### src/rtl/gpio_mask_pkg.sv
package gpio_mask_pkg;
  typedef enum logic [1:0] {
    SEL_NONE = 2'd0,
    SEL_DATA = 2'd1,
    SEL_DIR  = 2'd2
  } gpio_sel_e;
endpackage

### src/rtl/gpio_addr_dec.sv
module gpio_addr_dec
  import gpio_mask_pkg::*;
#(
  parameter int unsigned          NUM_PINS   = 8,
  parameter int unsigned          ADDR_W     = 11,
  parameter logic [ADDR_W-1:0]    DIR_OFFSET = 11'h400
) (
  input  logic [ADDR_W-1:0]   addr_i,
  output gpio_sel_e           sel_o,
  output logic [NUM_PINS-1:0] mask_o
);
  localparam int unsigned MASK_LO = 2;
  localparam int unsigned MASK_HI = MASK_LO + NUM_PINS - 1;

  logic in_window;
  assign in_window = (addr_i[ADDR_W-1:MASK_HI+1] == '0);
  assign mask_o    = addr_i[MASK_HI:MASK_LO];

  always_comb begin
    if (in_window)                sel_o = SEL_DATA;
    else if (addr_i == DIR_OFFSET) sel_o = SEL_DIR;
    else                          sel_o = SEL_NONE;
  end
endmodule

### src/rtl/gpio_in_sync.sv
module gpio_in_sync #(
  parameter int unsigned NUM_PINS = 8,
  parameter int unsigned STAGES   = 2
) (
  input  logic                clk_i,
  input  logic                rst_ni,
  input  logic [NUM_PINS-1:0] async_i,
  output logic [NUM_PINS-1:0] sync_o
);
  for (genvar p = 0; p < NUM_PINS; p++) begin : g_pin
    logic [STAGES-1:0] sr_q;
    always_ff @(posedge clk_i or negedge rst_ni) begin
      if (!rst_ni) sr_q <= '0;
      else         sr_q <= {sr_q[STAGES-2:0], async_i[p]};
    end
    assign sync_o[p] = sr_q[STAGES-1];
  end
endmodule

### src/rtl/gpio_port_regs.sv
module gpio_port_regs #(
  parameter int unsigned NUM_PINS = 8
) (
  input  logic                clk_i,
  input  logic                rst_ni,
  input  logic                data_we_i,
  input  logic                dir_we_i,
  input  logic [NUM_PINS-1:0] mask_i,
  input  logic [NUM_PINS-1:0] wdata_i,
  output logic [NUM_PINS-1:0] data_o,
  output logic [NUM_PINS-1:0] dir_o
);
  // per-bit enable: the address mask gates each data flop
  for (genvar b = 0; b < NUM_PINS; b++) begin : g_bit
    logic bit_q;
    always_ff @(posedge clk_i or negedge rst_ni) begin
      if (!rst_ni)                     bit_q <= 1'b0;
      else if (data_we_i && mask_i[b]) bit_q <= wdata_i[b];
    end
    assign data_o[b] = bit_q;
  end

  logic [NUM_PINS-1:0] dir_q;
  always_ff @(posedge clk_i or negedge rst_ni) begin
    if (!rst_ni)       dir_q <= '0;
    else if (dir_we_i) dir_q <= wdata_i;
  end
  assign dir_o = dir_q;
endmodule

### src/rtl/gpio_mask_port.sv
module gpio_mask_port
  import gpio_mask_pkg::*;
#(
  parameter int unsigned       NUM_PINS   = 8,
  parameter int unsigned       ADDR_W     = 11,
  parameter logic [ADDR_W-1:0] DIR_OFFSET = 11'h400
) (
  input  logic                clk_i,
  input  logic                rst_ni,
  input  logic [ADDR_W-1:0]   addr_i,
  input  logic [NUM_PINS-1:0] wdata_i,
  input  logic                we_i,
  input  logic                re_i,
  output logic [NUM_PINS-1:0] rdata_o,
  output logic [NUM_PINS-1:0] pad_o,
  output logic [NUM_PINS-1:0] pad_oe_o,
  input  logic [NUM_PINS-1:0] pad_i
);
  localparam int unsigned SYNC_STAGES = 2;

  gpio_sel_e           sel;
  logic [NUM_PINS-1:0] mask;
  logic [NUM_PINS-1:0] pad_sync;
  logic [NUM_PINS-1:0] data_q;
  logic [NUM_PINS-1:0] dir_q;
  logic [NUM_PINS-1:0] pin_view;
  logic [NUM_PINS-1:0] rd_next;
  logic [NUM_PINS-1:0] rdata_q;

  gpio_addr_dec #(
    .NUM_PINS  (NUM_PINS),
    .ADDR_W    (ADDR_W),
    .DIR_OFFSET(DIR_OFFSET)
  ) u_dec (
    .addr_i(addr_i),
    .sel_o (sel),
    .mask_o(mask)
  );

  gpio_in_sync #(
    .NUM_PINS(NUM_PINS),
    .STAGES  (SYNC_STAGES)
  ) u_sync (
    .clk_i  (clk_i),
    .rst_ni (rst_ni),
    .async_i(pad_i),
    .sync_o (pad_sync)
  );

  gpio_port_regs #(
    .NUM_PINS(NUM_PINS)
  ) u_regs (
    .clk_i    (clk_i),
    .rst_ni   (rst_ni),
    .data_we_i(we_i && (sel == SEL_DATA)),
    .dir_we_i (we_i && (sel == SEL_DIR)),
    .mask_i   (mask),
    .wdata_i  (wdata_i),
    .data_o   (data_q),
    .dir_o    (dir_q)
  );

  // outputs read back the register, inputs the synchronized pad
  assign pin_view = (dir_q & data_q) | (~dir_q & pad_sync);

  always_comb begin
    unique case (sel)
      SEL_DATA: rd_next = pin_view & mask;
      SEL_DIR:  rd_next = dir_q;
      default:  rd_next = '0;
    endcase
  end

  always_ff @(posedge clk_i or negedge rst_ni) begin
    if (!rst_ni)   rdata_q <= '0;
    else if (re_i) rdata_q <= rd_next;
  end

  assign rdata_o  = rdata_q;
  assign pad_o    = data_q;
  assign pad_oe_o = dir_q;
endmodule

### config.mk
export PLATFORM = sky130hd
export DESIGN_NAME = gpio_mask_port
export DESIGN_NICKNAME = d
export VERILOG_FILES = /design/src/rtl/gpio_mask_pkg.sv /design/src/rtl/gpio_addr_dec.sv /design/src/rtl/gpio_in_sync.sv /design/src/rtl/gpio_port_regs.sv /design/src/rtl/gpio_mask_port.sv
export SDC_FILE = /design/constraint.sdc
export NUM_CORES = 1
export LEC_CHECK = 0
export ABC_CLOCK_PERIOD_IN_PS = 2250
export BUFFER_PORTS_ARGS = -buffer_cell sky130_fd_sc_hd__buf_2
export CAP_MARGIN = 15
export CORE_MARGIN = 4
export CORE_UTILIZATION = 45
export DETAILED_ROUTE_END_ITERATION = 8
export MAX_ROUTING_LAYER = met4
export PLACE_DENSITY = 0.69
export SLEW_MARGIN = 5
export SYNTH_ARGS = -nofsm -noshare
export SYNTH_HDL_FRONTEND = slang
export SYNTH_SLANG_ARGS = --single-unit
### constraint.sdc
create_clock -name clk_i -period 2.25 [get_ports clk_i]
set_input_delay 0.225 -clock clk_i [delete_from_list [all_inputs] [get_ports clk_i]]
set_output_delay 0.225 -clock clk_i [all_outputs]
set_load 0.01 [all_outputs]
* Word level (Yosys, flattened, before mapping)
Index checks and enable logic that the tools add are counted.
** Operators by class
- Eq/ne operators :: 3
- Mux-type cells :: 3
- Bitwise operators :: 5
- Reduce and logical (&&, ||, !) cells :: 10
** Operators with widths (number)
- $and 8x8->8 :: 3
- $pmux 8 s2 :: 1
- $eq 11x11->1 const B :: 1
- $logic_and 1x1->1 :: 10
- $not 8->8 :: 1
- $or 8x8->8 :: 1
- $mux 2 :: 2
- $eq 2x1->1 const B :: 1
- $eq 2x2->1 const B :: 1
** Storage, ports and cells
- Flip-flop bits (word level) :: 40
- Input port bits :: 31
- Output and inout port bits :: 24
- Word-level logic and storage cells :: 39

* Longest topological paths before layout
Gate-level depths: netlist (run 1).
- Word-level depth :: 6
- Mapped depth :: 4
- Depth with buffers taken out :: 3

* By module
Synthesis (run 1) repeated with hierarchy kept, for this count alone.
** Unflattened totals
- Cells, all modules :: 146
- Area total of the unflattened synthesis :: 1801.7 µm²
** Modules (own cells, without submodules)
- gpio_port_regs :: instances 1, cells each 50, area an instance 716.9 µm², sequential area each 400.4 µm²
- gpio_mask_port :: instances 1, cells each 59, area an instance 534.3 µm², sequential area each 200.2 µm²
- gpio_in_sync :: instances 1, cells each 24, area an instance 460.4 µm², sequential area each 400.4 µm²
- gpio_addr_dec :: instances 1, cells each 13, area an instance 90.1 µm², sequential area each 0.0 µm²

* Worst setup path after synthesis (run 1)
Ideal clock, no wire load.
- Path kind :: input to register
- Start :: input addr_i[10]
- End :: register u_regs.dir_q[0], in the netlist u_regs.dir_o[0]
- Library setup time :: 0.125 ns
- Arrival time :: 1.135 ns
- Data required time :: 2.125 ns
- Path slack :: 0.990 ns
- Stages on the path :: 4
- Path buffers :: 1
- Cells stage by stage :: clkbuf_1 and4bb_2 nand3_4 mux2_2
** On the way
- Longest elaborated chain between the ends :: 5
** RTL lines
- start: declaration :: RTL line gpio_mask_port.sv:10 : input logic [ADDR_W-1:0] addr_i,
- $eq 11x11->1 :: RTL line gpio_addr_dec.sv:21 : else if (addr_i == DIR_OFFSET) sel_o = SEL_DIR;
- $mux 2 :: RTL line gpio_addr_dec.sv:21
- $mux 2 * :: RTL line gpio_addr_dec.sv:20 : if (in_window) sel_o = SEL_DATA;
- $eq 2x2->1 * :: RTL line gpio_mask_port.sv:56 : .dir_we_i (we_i && (sel == SEL_DIR)),
- $logic_and 1x1->1 * :: RTL line gpio_mask_port.sv:56
- end signal: assignment :: RTL line gpio_port_regs.sv:26 : else if (dir_we_i) dir_q <= wdata_i;
- end: declaration :: RTL line gpio_port_regs.sv:23 : logic [NUM_PINS-1:0] dir_q;
Every way passes the cells marked *; elsewhere a longest branch is shown, timed or not.
A chain may end at the register's enable or synchronous reset.

* Worst setup path after layout (run 1)
- Start :: input addr_i[10]
- End :: register rdata_q[6], in the netlist rdata_o[6]
** On the way
- Longest elaborated chain between the ends :: 5
- Elaborated cells on any way between the ends :: 6
- Classes of those cells :: 3 x eq/ne; 3 x mux
** RTL lines
- $eq 11x11->1 :: RTL line gpio_addr_dec.sv:21
- $mux 2 :: RTL line gpio_addr_dec.sv:21
- $mux 2 * :: RTL line gpio_addr_dec.sv:20
- $eq 2x2->1 / $eq 2x1->1 (equally long branches) :: RTL line gpio_mask_port.sv:67 : unique case (sel)
- $pmux 8 s2 * :: RTL line gpio_mask_port.sv:67
- end signal: assignment :: RTL line gpio_mask_port.sv:76 : else if (re_i) rdata_q <= rd_next;
- end: declaration :: RTL line gpio_mask_port.sv:28 : logic [NUM_PINS-1:0] rdata_q;
Marks and branches as above.

==> results of run 1 <==
## worst max-delay path, stage by stage
cell and delay [ps]:
buf_2 190, nor3b_1 470, a31oi_2 280, a221oi_1 340
## cell usage after synthesis
master    number  area (um^2)
a31oi_1        2        12.51
a221oi_1       5        43.79
and4bb_2       1        12.51
dfrtp_1       40         1001
nor3b_1        1        7.510
nand4_1        2        12.51
a221oi_2       1        15.01
nor2b_1        5        31.28
nand3_4        1        17.52
nand3_1        1        5.000
a21oi_1        7        35.03
buf_4          8        60.06
clkbuf_1       3        11.26
nand2b_1       1        6.260
nand2_1        8        30.03
a31oi_2        1        12.51
inv_1          6        22.52
and2b_1        2        15.01
o21ai_0        5        25.02
nor2_1         8        30.03
mux2_2        18        202.7
nand3b_1       2        15.01
nor4_4         2        42.54
## state kept, by name (all words and copies together), names as in the netlist
register            cells
u_regs.g_bit.bit_q      8
rdata_o                 8
u_sync.g_pin.sr_q      16
u_regs.dir_o            8
## area by class of cell
type / instances / area, um^2 / area share
timing repair buffer: 54 / 270.3 / 0.1351
clock buffer: 6 / 72.57 / 0.03627
multi-input combinational: 73 / 571.8 / 0.2858
tap: 46 / 57.56 / 0.02877
inverter: 6 / 22.52 / 0.01126
clock inverter: 1 / 5.005 / 0.002502
sequential: 40 / 1001 / 0.5003
## through the flow
step	std cells	setup WS (ps)	instance area, um^2	power, W
2_1_floorplan	130	990.2	1667	0.0009394
3_3_place_gp	219	634.3	1923	0.001003
3_5_place_dp	219	661.2	1923	0.001010
4_1_cts	226	924.1	2001	0.001445
5_1_grt	226	823.2	2001	0.001519
6_report	226	921.1	2001	0.001424
## where the power goes
group / internal (W) / switching, W / total [W]
clock network: 0.000210 / 0.000220 / 0.000430
logic: 0.0000893 / 0.000103 / 0.000192
registers: 0.000773 / 0.0000287 / 0.000802
## logic make-up (layout without fill, tap and decap cells)
group	Yosys count	count (layout)	synth area share
and+or+nand+nor	34	34	0.1351
buffers and inverters	17	67	0.05631
DFF	40	40	0.6006
muxes	18	18	0.1216
AOI/OAI and AO/OA	21	21	0.08633
## worst max-delay path by stage
| stage | start | end | slack [ps] | depth (start not counted) |
|---|---|---|---|---|
| 4_1_cts | addr_i[10] | rdata_o[6] | 920 | 4 |
| 3_3_place_gp | addr_i[10] | rdata_o[6] | 630 | 4 |
| 2_1_floorplan | addr_i[10] | u_regs.dir_o[0] | 990 | 4 |
| 5_1_grt | addr_i[10] | rdata_o[6] | 820 | 4 |
| 6_report | addr_i[10] | rdata_o[6] | 920 | 4 |
| 3_5_place_dp | addr_i[10] | rdata_o[6] | 660 | 4 |
## routing by layer
metal | vias up | part of all wire | GRT usage | routed length [um]
met3 | 6 | 0.067 | 0.05348 | 227
met4 | 0 | 0.013 | 0.05839 | 45
li1 | 546 | - | - | -
met5 | - | 0 | - | 0
met1 | 549 | 0.43 | 0.2065 | 1452
met2 | 34 | 0.49 | 0.2655 | 1660
==> results by group, run 1 <==
Worst setup path
  – Endpoint class of the critical path: flop
  – CP Class: input port to flop
  – Reg2Reg Depth: 3
  – Reg2reg end: rdata_o[4]
  – R2R Path Start: u_regs.dir_o[4]
  – Reg2reg setup slack: roughly 1200 ps
  – Worst Path Max Fanout: 11
  – Crit path DAT: 1510 ps
  – CP Data Required Time: 2430 ps
  – Crit path launch type: input port

STA
  – Worst-margin pin slew: 860.8 ps
  – Fmax: 752.5 MHz
  – Final setup viols: 0
  – RSZ-0062 raised after global routing: false
  – Slew Viols, Final: 0
  – Worst hold slack: between 30 and 40 ps
  – Setup TNS: 0 ps
  – Fin. Hold Viols: 0
  – Fin crit share: 0.5906
  – Setup Skew: around 1.8 ps
  – Minimum clock period: 1329 ps
  – Relative slew slack: 0.4261

Clock tree
  – Htree depth: 2
  – Total CTS buffers: 5
  – Post-CTS setup buffers: 0
  – Clock-pin slew on the worst setup and hold paths: roughly 70 ps
  – Worst-Skew Late Latency: between 200 and 300 ps
  – CTS Buffer Depth: 2
  – Clock Sinks: 40
  – CTS tree: built
  – Clock Tree Root: clkbuf_8
  – Post-CTS sizing: 0
  – Hold buffer count at CTS: 0

Routing
  – Post-DRT Antenna Nets: 0
  – Initial drt markers: 29
  – DR pass1 iterations: 4
  – Per-cell routed wire length: 14.98 um
  – DR vias: 1135
  – Via density: ~5
  – Drt drc: 0
  – Final wirelength: about 3400 um

Yosys
  – Cell area after synthesis: 1667 um^2
  – Net Count, Synth: around 160
  – Seq cells post-synth: 40
  – Unique masters post-synth: 23
  – Synthesis Warnings: 0
  – Register area share after synthesis: 0.6006
  – Syn Inst Count: 130
  – Avg Inst Size Synth: about 13 um^2

Global routing
  – Global-route wire length before repair: about 5500 um
  – Initial antenna violation count: 0
  – Largest net degree at the start of global routing: 41
  – Vias in the first global route: 1198
  – Total Routing Usage GR: 0.1690
  – Total gr overflow: 0

Final layout
  – Final Util: 0.5812
  – Filler cells: 310
  – Layout area overhead: 20.05%
  – Antenna cell count: 0
  – Leading cell type in the layout, fill and taps excluded: buf_2
  – Most frequent cells in the layout: 54 x buf_2, 40 x dfrtp_1, 18 x mux2_2
  – Fraction of layout cells with a size suffix above 1: 0.4667
  – Layout net count: between 200 and 250

Power and ir drop
  – Power Dens Cells: 711.7 nW/um^2
  – VDD IR-drop max: 461.7 uV
  – Leakage: 0.9528 nW

Status
  – Outcome: completed

Floorplanning
  – DIE WIDTH: around 70 um
  – Die Y: between 60 and 70 um
  – I/O pins: 55
  – Row Count: 21
  – Die footprint: 4741 um^2
  – Starting Density: 0.4842
  – Core footprint: 3442 um^2

Place
  – Gpl congestion: around 0.78
  – Hpwl dp: around 2600 um
  – Port bufs: 54

Run
  – Max Cap Viol: 0

Min path
  – Hold EP: u_sync.g_pin[6].sr_q[0]
  – Worst Hold Class: input port to flop
  – Hold Path Cell Cnt: 1
  – Min-delay src: pad_i[6]
Power figures use the tool's default switching activity.
==> run 2: changes to the inputs <==
Settings changed: ABC_AREA from default to 1, ABC_CLOCK_PERIOD_IN_PS 2250 to 1400, PLACE_DENSITY 0.69 to 0.68.
Clock period 2.25 ns to 1.4 ns, I/O delays scaled along.
==> results by group, run 2 <==
Final layout
  – Leading cell type in the layout, fill and taps excluded: nand2_1
  – Largest register by flop count: u_sync.g_pin.sr_q
  – Final Util: 0.5985 (+0.01730)
  – Layout net count: 294 (+39%)
  – Fraction of layout cells with a size suffix above 1: 0.2928 (-0.1739)
  – Largest register FFs: 16 (unchanged)
  – Fin cells: 311 (+38%)
  – Most frequent cells in the layout: 64 x nand2_1, 54 x buf_2, 40 x dfrtp_1
  – Layout area overhead: 24.16%
  – Antenna cell count: 0 (unchanged)
  – Final instance area: 2257 um^2 (+13%)

Yosys
  – Top cells by area, synth: dfrtp_1 55%, nand2_1 13%, nand3_1 4.4%, inv_1 3.9%, buf_4 3.7%
  – Unique masters post-synth: 22 (-4.3%)
  – Net Count, Synth: 233 (+45%)
  – Count leader, synth: nand2_1
  – Syn Inst Count: 202 (+55%)
  – Post-synth top cells: 64 x nand2_1, 40 x dfrtp_1, 19 x inv_1
  – FFs w/ async S/R, synth: 1.000 (unchanged)
  – Post-synth EDFFs: 0 (unchanged)
  – Synthesis Warnings: 0 (unchanged)
  – Yosys top cell by area: dfrtp_1
  – Area share of the largest cell type after synthesis: 0.5506 (-0.05002)
  – Register area share after synthesis: 0.5506 (-0.05002)
  – Cell area after synthesis: 1818 um^2 (+9.1%)
  – Avg Inst Size Synth: 9.000 um^2 (-30%)
  – Seq cells post-synth: 40 (unchanged)
  – Main synth FF type: dfrtp_1

Routing
  – Drt drc: 0 (unchanged)
  – Initial drt markers: 130 (+350%)
  – Per-cell routed wire length: 13.14 um (-12%)
  – Via density: 4.855 (-3.3%)
  – Post-DRT Antenna Nets: 0 (unchanged)
  – DR pass1 iterations: 4 (unchanged)
  – Final wirelength: 4086 um (+21%)
  – DR vias: 1510 (+33%)

Worst setup path
  – Reg2reg setup slack: 510 ps (-690 ps)
  – Crit path launch type: flop
  – Worst-path cell chain: buf_2
  – Endpoint class of the critical path: primary output
  – WP buf/inv: 1 (unchanged)
  – R2R Path Start: u_regs.dir_o[4]
  – Reg2Reg Depth: 6 (+3)
  – Slowest CP cell: dfrtp_1
  – Worst Path Max Fanout: 5 (-6)
  – Crit. path cell count: 1 (-3)
  – CP top delay family: flip-flops
  – CP Class: flop to primary output
  – Reg2reg end: rdata_o[4]
  – CP Data Required Time: 1260 ps (-1170 ps)
  – Crit path DAT: 880 ps (-630 ps)
  – CP max stage delay: 430 ps (-40 ps)

STA
  – Relative slew slack: 0.7097 (+0.2836)
  – Minimum clock period: 1022 ps
  – Final setup viols: 0 (unchanged)
  – RSZ-0062 raised after global routing: false
  – Setup TNS: 0 ps (unchanged)
  – Fin. Hold Viols: 0 (unchanged)
  – Setup Skew: 2.316 ps (+0.4934 ps)
  – Fmax: 978.5 MHz
  – Slew Viols, Final: 0 (unchanged)
  – Fin crit share: 0.7300
  – Worst-margin pin slew: 434.9 ps (-425.8 ps)

Floorplanning
  – Die Y: 71.56 um (+3.9%)
  – Starting Density: 0.4821 (-0.002104)
  – Core footprint: 3771 um^2 (+9.6%)
  – DIE WIDTH: 71.56 um (+3.9%)
  – I/O pins: 55 (unchanged)
  – Row Count: 22 (+4.8%)
  – Die footprint: 5121 um^2 (+8.0%)

Power and ir drop
  – VDD IR-drop max: 778.9 uV (+69%)
  – Leakage: 1.255 nW (+32%)
  – Power Dens Cells: 1019 nW/um^2 (+43%)

Min path
  – Hold Path Cell Cnt: 3 (+2)
  – Worst Hold Class: input port to flop
  – Min-delay src: wdata_i[1]
  – Hold EP: u_regs.g_bit[1].bit_q

Run
  – Max Cap Viol: 0 (unchanged)

Clock tree
  – Post-CTS setup buffers: 0 (unchanged)
  – CTS Buffer Depth: 2 (unchanged)
  – Clock Tree Root: clkbuf_8
  – Total CTS buffers: 5 (unchanged)
  – Worst-Skew Late Latency: 290 ps (about the same)
  – Htree depth: 2 (unchanged)
  – Clock-pin slew on the worst setup and hold paths: 70 ps (about the same)
  – Clock Sinks: 40 (unchanged)
  – Post-CTS sizing: 0 (unchanged)
  – Hold buffer count at CTS: 9 (+9)
  – CTS tree: built

Place
  – Port bufs: 54 (unchanged)
  – Area post-placement: 2090 um^2 (+8.7%)
  – Gpl congestion: 0.7895 (+0.65%)
  – Hpwl dp: 2969 um (+16%)
  – Cells after DPL: 295 (+35%)

Global routing
  – Global-route wire length before repair: 6796 um (+23%)
  – Initial antenna violation count: 0 (unchanged)
  – Vias in the first global route: 1443 (+20%)
  – Total gr overflow: 0 (unchanged)
  – Total Routing Usage GR: 0.1774 (+0.008410)
  – Largest net degree at the start of global routing: 41 (unchanged)

Status
  – Outcome: completed
[run 2: cell types whose count changed in the layout (fill, tap and decap cells not counted), moves of 3 or more]
cell / delta
inv_1: +13
o21ai_0: -3
nand2_2: +3
nor2_2: +3
nor2b_1: -5
mux2_2: -18
nand2_1: +56
dlygate4sd3_1: +9
a21oi_1: +3
a221oi_1: -5
nand3_1: +15
nand4_1: +6
o21bai_1: +3
o211ai_1: +3
[run 2: power by group]
part | switching [W] | internal, W | leakage [nW]
Combinational | 0.000182 | 0.000134 | 0.712
Clock | 0.000381 | 0.000339 | 0.0410
Sequential | 0.0000396 | 0.00123 | 0.502
[run 2: how the worst max path moves through the flow]
stage                                from              end  slack [ps]
after global routing      u_regs.dir_o[4]      pad_oe_o[4]         340
after CTS                 u_regs.dir_o[4]      pad_oe_o[4]         370
after floorplan                 addr_i[5]  u_regs.dir_o[3]         510
after global placement          addr_i[9]  u_regs.dir_o[3]         260
final                     u_regs.dir_o[3]      pad_oe_o[3]         380
after detailed placement        addr_i[9]  u_regs.dir_o[1]         240
[run 2: metal layers]
layer  global-route usage  vias to the layer above  wire [um]
li1                     -                      763          -
met1               0.2211                      699       1806
met2               0.2816                       40       1973
met3              0.04909                        8        218
met4              0.05428                        0         88
met5                    -                        -          0
[run 2: cells by family after synthesis]
group           count (synthesis)  synth area share
simple gates                  110            0.2939
buf+inv                        33           0.09497
compound gates                 19           0.06056
flops                          40            0.5506
[run 2: per-stage QoR]
step	setup slack, ps	total power, W	hold WS (ps)
after floorplan	513.4	0.001476	-155.6
after global placement	258.0	0.001586	124.4
after detailed placement	237.6	0.001591	125.4
after CTS	370.7	0.002325	88.45
after global routing	341.6	0.002415	102.7
final	378.0	0.002301	90.35
[run 2: layout make-up]
| type | instances | area (um^2) |
|---|---|---|
| clock inverters | 1 | 5.005 |
| multi-input cells | 129 | 644.4 |
| well taps | 48 | 60.06 |
| fillers | 350 | 1514 |
| flip-flops and latches | 40 | 1001 |
| repair buffers | 66 | 395.4 |
| inverters | 21 | 78.83 |
| clock buffers | 6 | 72.57 |
